$ cat config.mk
export PLATFORM = sky130hd
export DESIGN_NAME = drv_select_motor
export DESIGN_NICKNAME = d
export VERILOG_FILES = /design/src/rtl/drv_select_pkg.sv /design/src/rtl/drv_sync2.sv /design/src/rtl/drv_datapath.sv /design/src/rtl/drv_control.sv /design/src/rtl/drv_select_motor.sv
export SDC_FILE = /design/constraint.sdc
export NUM_CORES = 1
export LEC_CHECK = 0
export ABC_CLOCK_PERIOD_IN_PS = 2080
export CORE_MARGIN = 10
export CORE_UTILIZATION = 40
export CTS_BUF_LIST = sky130_fd_sc_hd__clkbuf_4 sky130_fd_sc_hd__clkbuf_8
export CTS_CLUSTER_DIAMETER = 80
export DETAILED_ROUTE_END_ITERATION = 8
export DONT_BUFFER_PORTS = 1
export PLACE_DENSITY = 0.58
export SLEW_MARGIN = 40
export SYNTH_ARGS = -nofsm -noshare
export SYNTH_HDL_FRONTEND = slang
export SYNTH_SLANG_ARGS = --single-unit
export TNS_END_PERCENT = 50
$ cat constraint.sdc
create_clock -name clk -period 2.08 [get_ports clk]
set_input_delay 0.104 -clock clk [delete_from_list [all_inputs] [get_ports clk]]
set_output_delay 0.104 -clock clk [all_outputs]
set_load 0.1 [all_outputs]
$ cat src/rtl/drv_select_pkg.sv
`timescale 1ns/1ps
package drv_select_pkg;
  localparam int DRIVES = 4;
  localparam int ADDR_W = $clog2(DRIVES);

  // control -> datapath strobes
  typedef struct packed {
    logic stepCntClr;
    logic spinClr;
  } dpStrobe_t;

  // datapath -> control observations
  typedef struct packed {
    logic [DRIVES-1:0] selLow;
    logic stepLow;
    logic stepRose;
    logic dirLow;
    logic motorOn;
    logic wrGate;
    logic wrDataFell;
    logic stepLongEnough;
    logic spunUp;
  } dpStat_t;
endpackage

$ cat src/rtl/drv_sync2.sv
`timescale 1ns/1ps
module drv_sync2 #(
  parameter int W = 1
) (
  input  logic         clk,
  input  logic         rstN,
  input  logic [W-1:0] din,
  output logic [W-1:0] dout
);
  // idle level of every cable line is high
  logic [W-1:0] stage1;
  always_ff @(posedge clk or negedge rstN) begin
    if (!rstN) begin
      stage1 <= '1;
      dout   <= '1;
    end else begin
      stage1 <= din;
      dout   <= stage1;
    end
  end
endmodule

$ cat src/rtl/drv_datapath.sv
`timescale 1ns/1ps
module drv_datapath
  import drv_select_pkg::*;
#(
  parameter int STEP_MIN_CYCLES = 40,
  parameter int SPINUP_CYCLES   = 50_000_000
) (
  input  logic              clk,
  input  logic              rstN,
  input  logic [DRIVES-1:0] selN,
  input  logic              stepN,
  input  logic              dirN,
  input  logic              motorOnN,
  input  logic              wrGateN,
  input  logic              wrDataN,
  input  dpStrobe_t         strobe,
  output dpStat_t           stat
);
  localparam int SYNC_W = DRIVES + 5;
  localparam int STEP_W = $clog2(STEP_MIN_CYCLES + 1);
  localparam int SPIN_W = $clog2(SPINUP_CYCLES + 1);
  localparam logic [STEP_W-1:0] STEP_LIM = STEP_W'(STEP_MIN_CYCLES);
  localparam logic [SPIN_W-1:0] SPIN_LIM = SPIN_W'(SPINUP_CYCLES);

  logic [SYNC_W-1:0] rawVec, syncVec;
  logic [DRIVES-1:0] selSync;
  logic stepSync, dirSync, motorSync, wrGateSync, wrDataSync;
  logic stepPrev, wrDataPrev;
  logic [STEP_W-1:0] stepCnt;
  logic [SPIN_W-1:0] spinCnt;

  assign rawVec = {selN, stepN, dirN, motorOnN, wrGateN, wrDataN};

  drv_sync2 #(.W(SYNC_W)) u_sync (
    .clk  (clk),
    .rstN (rstN),
    .din  (rawVec),
    .dout (syncVec)
  );

  assign {selSync, stepSync, dirSync, motorSync, wrGateSync, wrDataSync} = syncVec;

  // edge history
  always_ff @(posedge clk or negedge rstN) begin
    if (!rstN) begin
      stepPrev   <= 1'b1;
      wrDataPrev <= 1'b1;
    end else begin
      stepPrev   <= stepSync;
      wrDataPrev <= wrDataSync;
    end
  end

  // cycles spent low on the step line, saturating at the threshold
  always_ff @(posedge clk or negedge rstN) begin
    if (!rstN)                  stepCnt <= '0;
    else if (strobe.stepCntClr) stepCnt <= '0;
    else if (stepCnt < STEP_LIM) stepCnt <= stepCnt + 1'b1;
  end

  // spin-up delay, saturating at the limit
  always_ff @(posedge clk or negedge rstN) begin
    if (!rstN)                   spinCnt <= '0;
    else if (strobe.spinClr)     spinCnt <= '0;
    else if (spinCnt < SPIN_LIM) spinCnt <= spinCnt + 1'b1;
  end

  always_comb begin
    stat.selLow         = ~selSync;
    stat.stepLow        = ~stepSync;
    stat.stepRose       = stepSync & ~stepPrev;
    stat.dirLow         = ~dirSync;
    stat.motorOn        = ~motorSync;
    stat.wrGate         = ~wrGateSync;
    stat.wrDataFell     = wrDataPrev & ~wrDataSync;
    stat.stepLongEnough = (stepCnt >= STEP_LIM);
    stat.spunUp         = (spinCnt == SPIN_LIM);
  end
endmodule

$ cat src/rtl/drv_control.sv
`timescale 1ns/1ps
module drv_control
  import drv_select_pkg::*;
(
  input  logic              clk,
  input  logic              rstN,
  input  logic [ADDR_W-1:0] driveAddr,
  input  dpStat_t           stat,
  input  logic              trk0Sense,
  input  logic              indexSense,
  input  logic              wpSense,
  output dpStrobe_t         strobe,
  output logic              selected,
  output logic              selError,
  output logic              moveIn,
  output logic              moveOut,
  output logic              writeEnable,
  output logic              fluxPulse,
  output logic              trk0N,
  output logic              indexN,
  output logic              wpN,
  output logic              readyN
);
  localparam int CNT_W = $clog2(DRIVES + 1);

  logic [CNT_W-1:0] lowCount;
  logic selHit, stepOk;

  assign lowCount = CNT_W'($countones(stat.selLow));
  assign selHit   = stat.selLow[driveAddr];
  assign stepOk   = selected & stat.stepRose & stat.stepLongEnough;

  always_ff @(posedge clk or negedge rstN) begin
    if (!rstN) begin
      selected  <= 1'b0;
      selError  <= 1'b0;
      moveIn    <= 1'b0;
      moveOut   <= 1'b0;
      fluxPulse <= 1'b0;
    end else begin
      selected  <= (lowCount == CNT_W'(1)) & selHit;
      selError  <= (lowCount > CNT_W'(1));
      moveIn    <= stepOk & stat.dirLow;
      moveOut   <= stepOk & ~stat.dirLow;
      fluxPulse <= selected & stat.wrGate & stat.wrDataFell;
    end
  end

  always_comb begin
    strobe.stepCntClr = ~stat.stepLow | ~selected;
    strobe.spinClr    = ~stat.motorOn;
    writeEnable       = selected & stat.wrGate;
    trk0N             = ~(selected & trk0Sense);
    indexN            = ~(selected & indexSense);
    wpN               = ~(selected & wpSense);
    readyN            = ~(selected & stat.spunUp);
  end
endmodule

$ cat src/rtl/drv_select_motor.sv
`timescale 1ns/1ps
module drv_select_motor
  import drv_select_pkg::*;
#(
  parameter int STEP_MIN_CYCLES = 40,
  parameter int SPINUP_CYCLES   = 50_000_000
) (
  input  logic              clk,
  input  logic              rstN,
  input  logic [ADDR_W-1:0] driveAddr,
  input  logic [DRIVES-1:0] selN,
  input  logic              stepN,
  input  logic              dirN,
  input  logic              motorOnN,
  input  logic              wrGateN,
  input  logic              wrDataN,
  input  logic              trk0Sense,
  input  logic              indexSense,
  input  logic              wpSense,
  output logic              selected,
  output logic              selError,
  output logic              moveIn,
  output logic              moveOut,
  output logic              writeEnable,
  output logic              fluxPulse,
  output logic              trk0N,
  output logic              indexN,
  output logic              wpN,
  output logic              readyN
);
  dpStrobe_t strobe;
  dpStat_t   stat;

  drv_datapath #(
    .STEP_MIN_CYCLES (STEP_MIN_CYCLES),
    .SPINUP_CYCLES   (SPINUP_CYCLES)
  ) u_dp (
    .clk      (clk),
    .rstN     (rstN),
    .selN     (selN),
    .stepN    (stepN),
    .dirN     (dirN),
    .motorOnN (motorOnN),
    .wrGateN  (wrGateN),
    .wrDataN  (wrDataN),
    .strobe   (strobe),
    .stat     (stat)
  );

  drv_control u_ctl (
    .clk         (clk),
    .rstN        (rstN),
    .driveAddr   (driveAddr),
    .stat        (stat),
    .trk0Sense   (trk0Sense),
    .indexSense  (indexSense),
    .wpSense     (wpSense),
    .strobe      (strobe),
    .selected    (selected),
    .selError    (selError),
    .moveIn      (moveIn),
    .moveOut     (moveOut),
    .writeEnable (writeEnable),
    .fluxPulse   (fluxPulse),
    .trk0N       (trk0N),
    .indexN      (indexN),
    .wpN         (wpN),
    .readyN      (readyN)
  );
endmodule

==> impl_metrics.tcl, run 1 <==
set metrics [dict create \
    drt-initial-drc-count 133 \
    status "complete, no violations" \
    grt_pass1_vias 1885 \
    die_w_um 100.5 \
    fin_worst_skew_ns 0.007892 \
    drv_cap 0 \
    final-hold-violation-count 0 \
    routedWlPerCell_um 14.16 \
    ctsRootBufferMaster "clkbuf_8" \
    path_class "register to register" \
    yosysUniqueCellTypes 41 \
    highest_layer "met4" \
    coreArea_sq_um 6314 \
    syn_avg_cell_area_sq_um 10.72 \
    ir_drop_mv 0.4884 \
    synth-seq-cells 57 \
    wl_met2_um 2499 \
    num_vias 1843 \
    wl_um 5197 \
    drive_gt1_share_pct 30.00 \
    boundaryPins 26 \
    wl_met3_um 161 \
    switchingPower_mw 0.6965 \
    grt_first_pass_wirelength_um 8997 \
    track_usage_pct 11.12 \
    via_per_inst 5.022 \
    fin_crit_sh_pct 99.29 \
    synth-seq-area-share_pct 55.96 \
    insertion_delay_ns 0.34 \
    portBuffers 0 \
    dp.cells 338 \
    gr-total-overflow 0 \
    tightest_slew_ns 0.8657 \
    tns_ns 0 \
    start_util_pct 41.08 \
    syn_to_final_growth_pct 27.69 \
    period_minus_slack_ns 2.065 \
    internal_power_mw 1.918 \
    power_frac_comb_pct 8.4 \
    rows 29 \
    instances_no_fill 367 \
    cp-end-kind "register" \
    grt_max_degree 58 \
    setup_violations 0 \
    p_leak_nw 1.409 \
    antenna_cells 0 \
    place_congestion 0.7986 \
    p_clk_share_pct 45.2 \
    powerDensity_nw_per_um2 789.3 \
    synth_warnings 0 \
    worstHoldPathType "primary input to register" \
    ant_nets 0 \
    netlist.area_leader.share_pct 35.70 \
    postSynthNetCount 266 \
    arrival_ns 2.29 \
    clkSinkCount 57 \
    slew_headroom_pct 42.33 \
    die_area_sq_um 10110 \
    syn_inst 242 \
    cts_tree "built" \
    synth.largest_area_cell "dfrtp_1" \
    p_sw_share_pct 26.64 \
    path_clk_slew_ns 0.07 \
    required_ns 2.30 \
    chipHeight_um 100.5 \
    slew_viol_final 0 \
    power_frac_seq_pct 46.4 \
    drtPass1Iterations 4 \
    syn_area_sq_um 2594 \
    fmax_mhz 484.2 \
    rsz0062_at_grt "true" \
    met1Wirelength_um 2424 \
    crit_path_start_kind "register" \
    nets 309 \
    cts_inserted_buffers 9 \
    cts_buffer_depth 2 \
    cp_max_fo 3 \
    final_core_util_pct 52.46 \
    place_hpwl_um 3535 \
    htreeDepth 3 \
    drcViolationCount 0 \
    antenna_found_initial 0 \
    ys_top_cells_by_area "dfrtp_1, dfstp_2, xnor2_1" \
]
[per-stage QoR]
stage          setup WS (ns)  cell area [sq um]  total power, mW  hold slack [ns]
2_1_floorplan       -0.02180               2611            1.354          -0.1916
3_3_place_gp        -0.04740               2872            1.389          -0.1894
3_5_place_dp         -0.1108               2872            1.396          -0.1899
4_1_cts              0.01802               3262            2.653          0.01729
5_1_grt             -0.06765               3312            2.721          0.05491
6_report             0.01479               3312            2.614          0.04604
[final timing paths]
check / startpoint / endpoint / slack [ns] / cells after the start
setup / recovery: u_dp.spinCnt[10]$_DFFE_PN0P_ / u_dp.spinCnt[22]$_DFFE_PN0P_ / 0.01 / 6
hold / removal: driveAddr[1] / u_ctl.selected$_DFF_PN0_ / 0.05 / 2
setup reg to reg: u_dp.spinCnt[10]$_DFFE_PN0P_ / u_dp.spinCnt[22]$_DFFE_PN0P_ / 0.01 / 6
hold reg to reg: u_dp.u_sync.stage1[5]$_DFF_PN1_ / u_dp.u_sync.dout[5]$_DFF_PN1_ / 0.36 / 0
max in group asynchronous: rstN / u_dp.u_sync.dout[7]$_DFF_PN1_ / 1.52 / 2
min in group asynchronous: rstN / u_dp.spinCnt[5]$_DFFE_PN0P_ / 0.26 / 2
[cell families (layout without fill, tap and decap cells)]
logic type	Yosys count	after routing	synth area share, %
buffers and inverters	19	67	3.087
AND/OR/NAND/NOR	99	99	18.91
AO/OA/AOI/OAI	32	32	8.539
multiplexers	3	3	1.254
flip-flops	57	57	55.96
XOR/XNOR	24	24	8.105
adder cells (fa/ha/maj)	8	8	4.148
[power groups by stage]
stage               clock (mW)  sequential, mW  combinational [mW]
finish                    1.18            1.21               0.220
global placement             0            1.23               0.156
floorplan                    0            1.25               0.103
CTS                       1.22            1.21               0.223
global route              1.26            1.22               0.240
detailed placement           0            1.24               0.160
[worst max-delay path, stage by stage (launching register included)]
cell	delay, ns
dfrtp_1	0.38
or4_4	0.56
nor3_4	0.13
o211ai_2	0.11
a21oi_1	0.33
nand4_1	0.15
mux2_2	0.29
[metal layers]
layer  vias to the layer above  global-route usage (%)
met4                         0                   5.543
met3                         8                   3.772
met2                        26                   17.31
met5                         -                       0
li1                        911                       -
met1                       898                   13.40
[area by class of cell]
class	instances	area, sq um
Clock inverter	7	103.9
Inverter	11	41.29
Multi-Input combinational cell	166	1144
Sequential cell	57	1455
Timing Repair Buffer	40	347.8
Clock buffer	9	123.9
Fill cell	564	3002
Tap cell	77	96.34
[cells in the final DEF, fill, tap and decap left out, drive strengths merged, types with 4 or more instances in the layout]
| cell | synthesis | final |
|---|---|---|
| dfrtp | 37 | 37 |
| nor2 | 35 | 35 |
| buf | 3 | 29 |
| xnor2 | 21 | 21 |
| dfstp | 20 | 20 |
| nand2 | 19 | 19 |
| a21oi | 16 | 16 |
| inv | 11 | 12 |
| dlygate4sd3 | 0 | 11 |
| nand4 | 9 | 9 |
| clkbuf | 5 | 9 |
| nand3 | 9 | 9 |
| ha | 7 | 7 |
| and3 | 6 | 6 |
| nor4 | 4 | 4 |
| a211oi | 4 | 4 |
| clkinv | 0 | 4 |
[registers in the layout (all words and copies together) (netlist names)]
name                count
u_ctl.moveIn            1
u_ctl.fluxPulse         1
u_ctl.moveOut           1
u_ctl.selected          1
u_ctl.selError          1
u_dp.stepCnt            6
u_dp.u_sync.dout        9
u_dp.u_sync.stage1      9
u_dp.stepPrev           1
u_dp.spinCnt           26
u_dp.wrDataPrev         1
[Yosys cell counts]
| cell type | n |
|---|---|
| dfrtp_1 | 37 |
| buf_2 | 1 |
| mux2i_1 | 1 |
| nand2b_1 | 2 |
| xor2_1 | 3 |
| nor2b_1 | 3 |
| nor3_1 | 2 |
| and4_1 | 3 |
| a21oi_1 | 16 |
| buf_6 | 1 |
| mux2_2 | 2 |
| nor3_2 | 1 |
| inv_1 | 11 |
| o211ai_2 | 1 |
| and3_1 | 6 |
| a211oi_1 | 4 |
| a2111oi_4 | 1 |
| a31o_2 | 1 |
| dfstp_2 | 20 |
| o21ai_0 | 1 |
| buf_1 | 1 |
| or4_4 | 1 |
| nor3b_1 | 1 |
| nor2_1 | 35 |
| nand4_1 | 9 |
| nor4_1 | 4 |
| nand2_1 | 19 |
| ha_1 | 7 |
| a31oi_1 | 1 |
| or2_2 | 2 |
| clkbuf_1 | 5 |
| a21boi_0 | 3 |
| xnor2_1 | 21 |
| nand3_1 | 9 |
| and3b_1 | 1 |
| and2_1 | 1 |
| fa_1 | 1 |
| a21o_1 | 1 |
| a2111oi_0 | 1 |
| o211ai_1 | 1 |
| o21ai_1 | 1 |
[repair_timing]
item,CTS,global route
pin swaps,3,2
endpoints found under the hold margin,67,0
setup endpoints to repair,1,15
hold buffers,12,0
setup buffers,1,0
gates resized for setup,3,10
(Power assumes the default switching activity.)
==> inputs of run 2 (changes only) <==
Settings changed: CORE_MARGIN 10 to 4, SKIP_CTS_REPAIR_TIMING set to 1.
==> impl_metrics.tcl, run 2 (synthesis gave the netlist of run 1 again) <==
set metrics [dict create \
    status "complete, no violations" \
    fmax_mhz 493.8 \
    ant_nets 0 \
    place_hpwl_um 3285 \
    largest_register "u_dp.spinCnt" \
    grt_pass1_vias 1758 \
    grt_first_pass_wirelength_um 8024 \
    via_per_inst 5.033 \
    fin_worst_skew_ns 0.006532 \
    fin_crit_sh_pct 97.36 \
    chipHeight_um 88.53 \
    setup_violations 0 \
    insertion_delay_ns 0.32 \
    crit_path_start_kind "register" \
    cp-end-kind "register" \
    rsz0062_at_grt "true" \
    dp.cells 337 \
    htreeDepth 3 \
    rows 29 \
    place_congestion 0.7677 \
    drtPass1Iterations 4 \
    wl_um 4927 \
    ctsRootBufferMaster "clkbuf_8" \
    antenna_cells 0 \
    path_class "register to register" \
    die_area_sq_um 7837 \
    postPlaceCellArea_sq_um 2864 \
    slew_headroom_pct 42.16 \
    required_ns 2.29 \
    num_vias 1842 \
    track_usage_pct 13.33 \
    cts_inserted_buffers 9 \
    cp_max_fo 6 \
    path_clk_slew_ns 0.06 \
    hold_ws_ns 0.05643 \
    final-hold-violation-count 0 \
    nets 308 \
    p_leak_nw 1.409 \
    drt-initial-drc-count 93 \
    routedWlPerCell_um 13.46 \
    gr-total-overflow 0 \
    cts_tree "built" \
    die_w_um 88.53 \
    tightest_slew_ns 0.8681 \
    final_core_util_pct 52.52 \
    start_util_pct 41.08 \
    instances_no_fill 366 \
    final_common_cell "dfrtp_1" \
    drive_gt1_share_pct 29.76 \
    drcViolationCount 0 \
    worstHoldPathType "primary input to register" \
    final_cell_mix "dfrtp_1, nor2_1, buf_4, xnor2_1, dfstp_2" \
    antenna_found_initial 0 \
    ir_drop_mv 0.5026 \
    clkSinkCount 57 \
    boundaryPins 26 \
    period_minus_slack_ns 2.025 \
    fin_area_sq_um 3316 \
    cts_buffer_depth 2 \
    slew_viol_final 0 \
    portBuffers 0 \
    reg_top3 "u_dp.spinCnt (26), u_dp.u_sync.dout (9), u_dp.u_sync.stage1 (9)" \
    largest_reg_flops 26 \
    syn_to_final_growth_pct 27.83 \
    powerDensity_nw_per_um2 760.7 \
    arrival_ns 2.23 \
    drv_cap 0 \
    grt_max_degree 58 \
    coreArea_sq_um 6314 \
]
run 2: worst max-delay path, stage by stage (launching register included):
cell      delay [ns]
dfrtp_1         0.38
or4_4           0.56
nor3_4          0.16
o211ai_4        0.15
a21oi_1         0.25
nand3_1         0.12
mux2_2          0.28
run 2: per-stage QoR:
step	total power, mW	setup TNS (ns)	worst slack (ns)
after global placement	1.384	-0.07708	-0.04871
after floorplan	1.354	-0.02180	-0.02180
after CTS	2.508	-0.3441	-0.1179
after global routing	2.633	-0.06708	-0.03745
after detailed placement	1.387	-0.2375	-0.09955
final	2.522	0	0.05487
run 2: final cells by class:
cell class	count	area, sq um
fillers	573	2998
multi-input cells	166	1157
clock buffers	10	131.4
repair buffers	39	351.6
well taps	77	96.34
inverters	11	41.29
flip-flops and latches	57	1455
clock inverters	6	82.58
run 2: metal layers:
metal	up-vias	GRT usage, %	wire, um
li1	906	-	-
met4	0	6.731	104
met2	27	19.85	2371
met1	900	17.62	2300
met5	-	0	0
met3	9	4.004	150
run 2: report_power, final:
group | internal [mW] | leakage (nW) | switching [mW]
registers | 1.16 | 0.720 | 0.0627
clock network | 0.681 | 0.109 | 0.419
logic | 0.0661 | 0.580 | 0.134
run 2: path summary, 6_finish.rpt:
kind                            slack (ns)                            start  cells past startpoint                       endpoint
worst max-delay path                  0.05     u_dp.spinCnt[10]$_DFFE_PN0P_                      6   u_dp.spinCnt[20]$_DFFE_PN0P_
worst min-delay path                  0.06                     driveAddr[1]                      2       u_ctl.selected$_DFF_PN0_
min in group asynchronous             0.29                             rstN                      2      u_ctl.fluxPulse$_DFF_PN0_
worst min register to register        0.35  u_dp.u_sync.stage1[3]$_DFF_PN1_                      0  u_dp.u_sync.dout[3]$_DFF_PN1_
worst max register to register        0.05     u_dp.spinCnt[10]$_DFFE_PN0P_                      6   u_dp.spinCnt[20]$_DFFE_PN0P_
max in group asynchronous             1.49                             rstN                      2  u_dp.u_sync.dout[8]$_DFF_PN1_
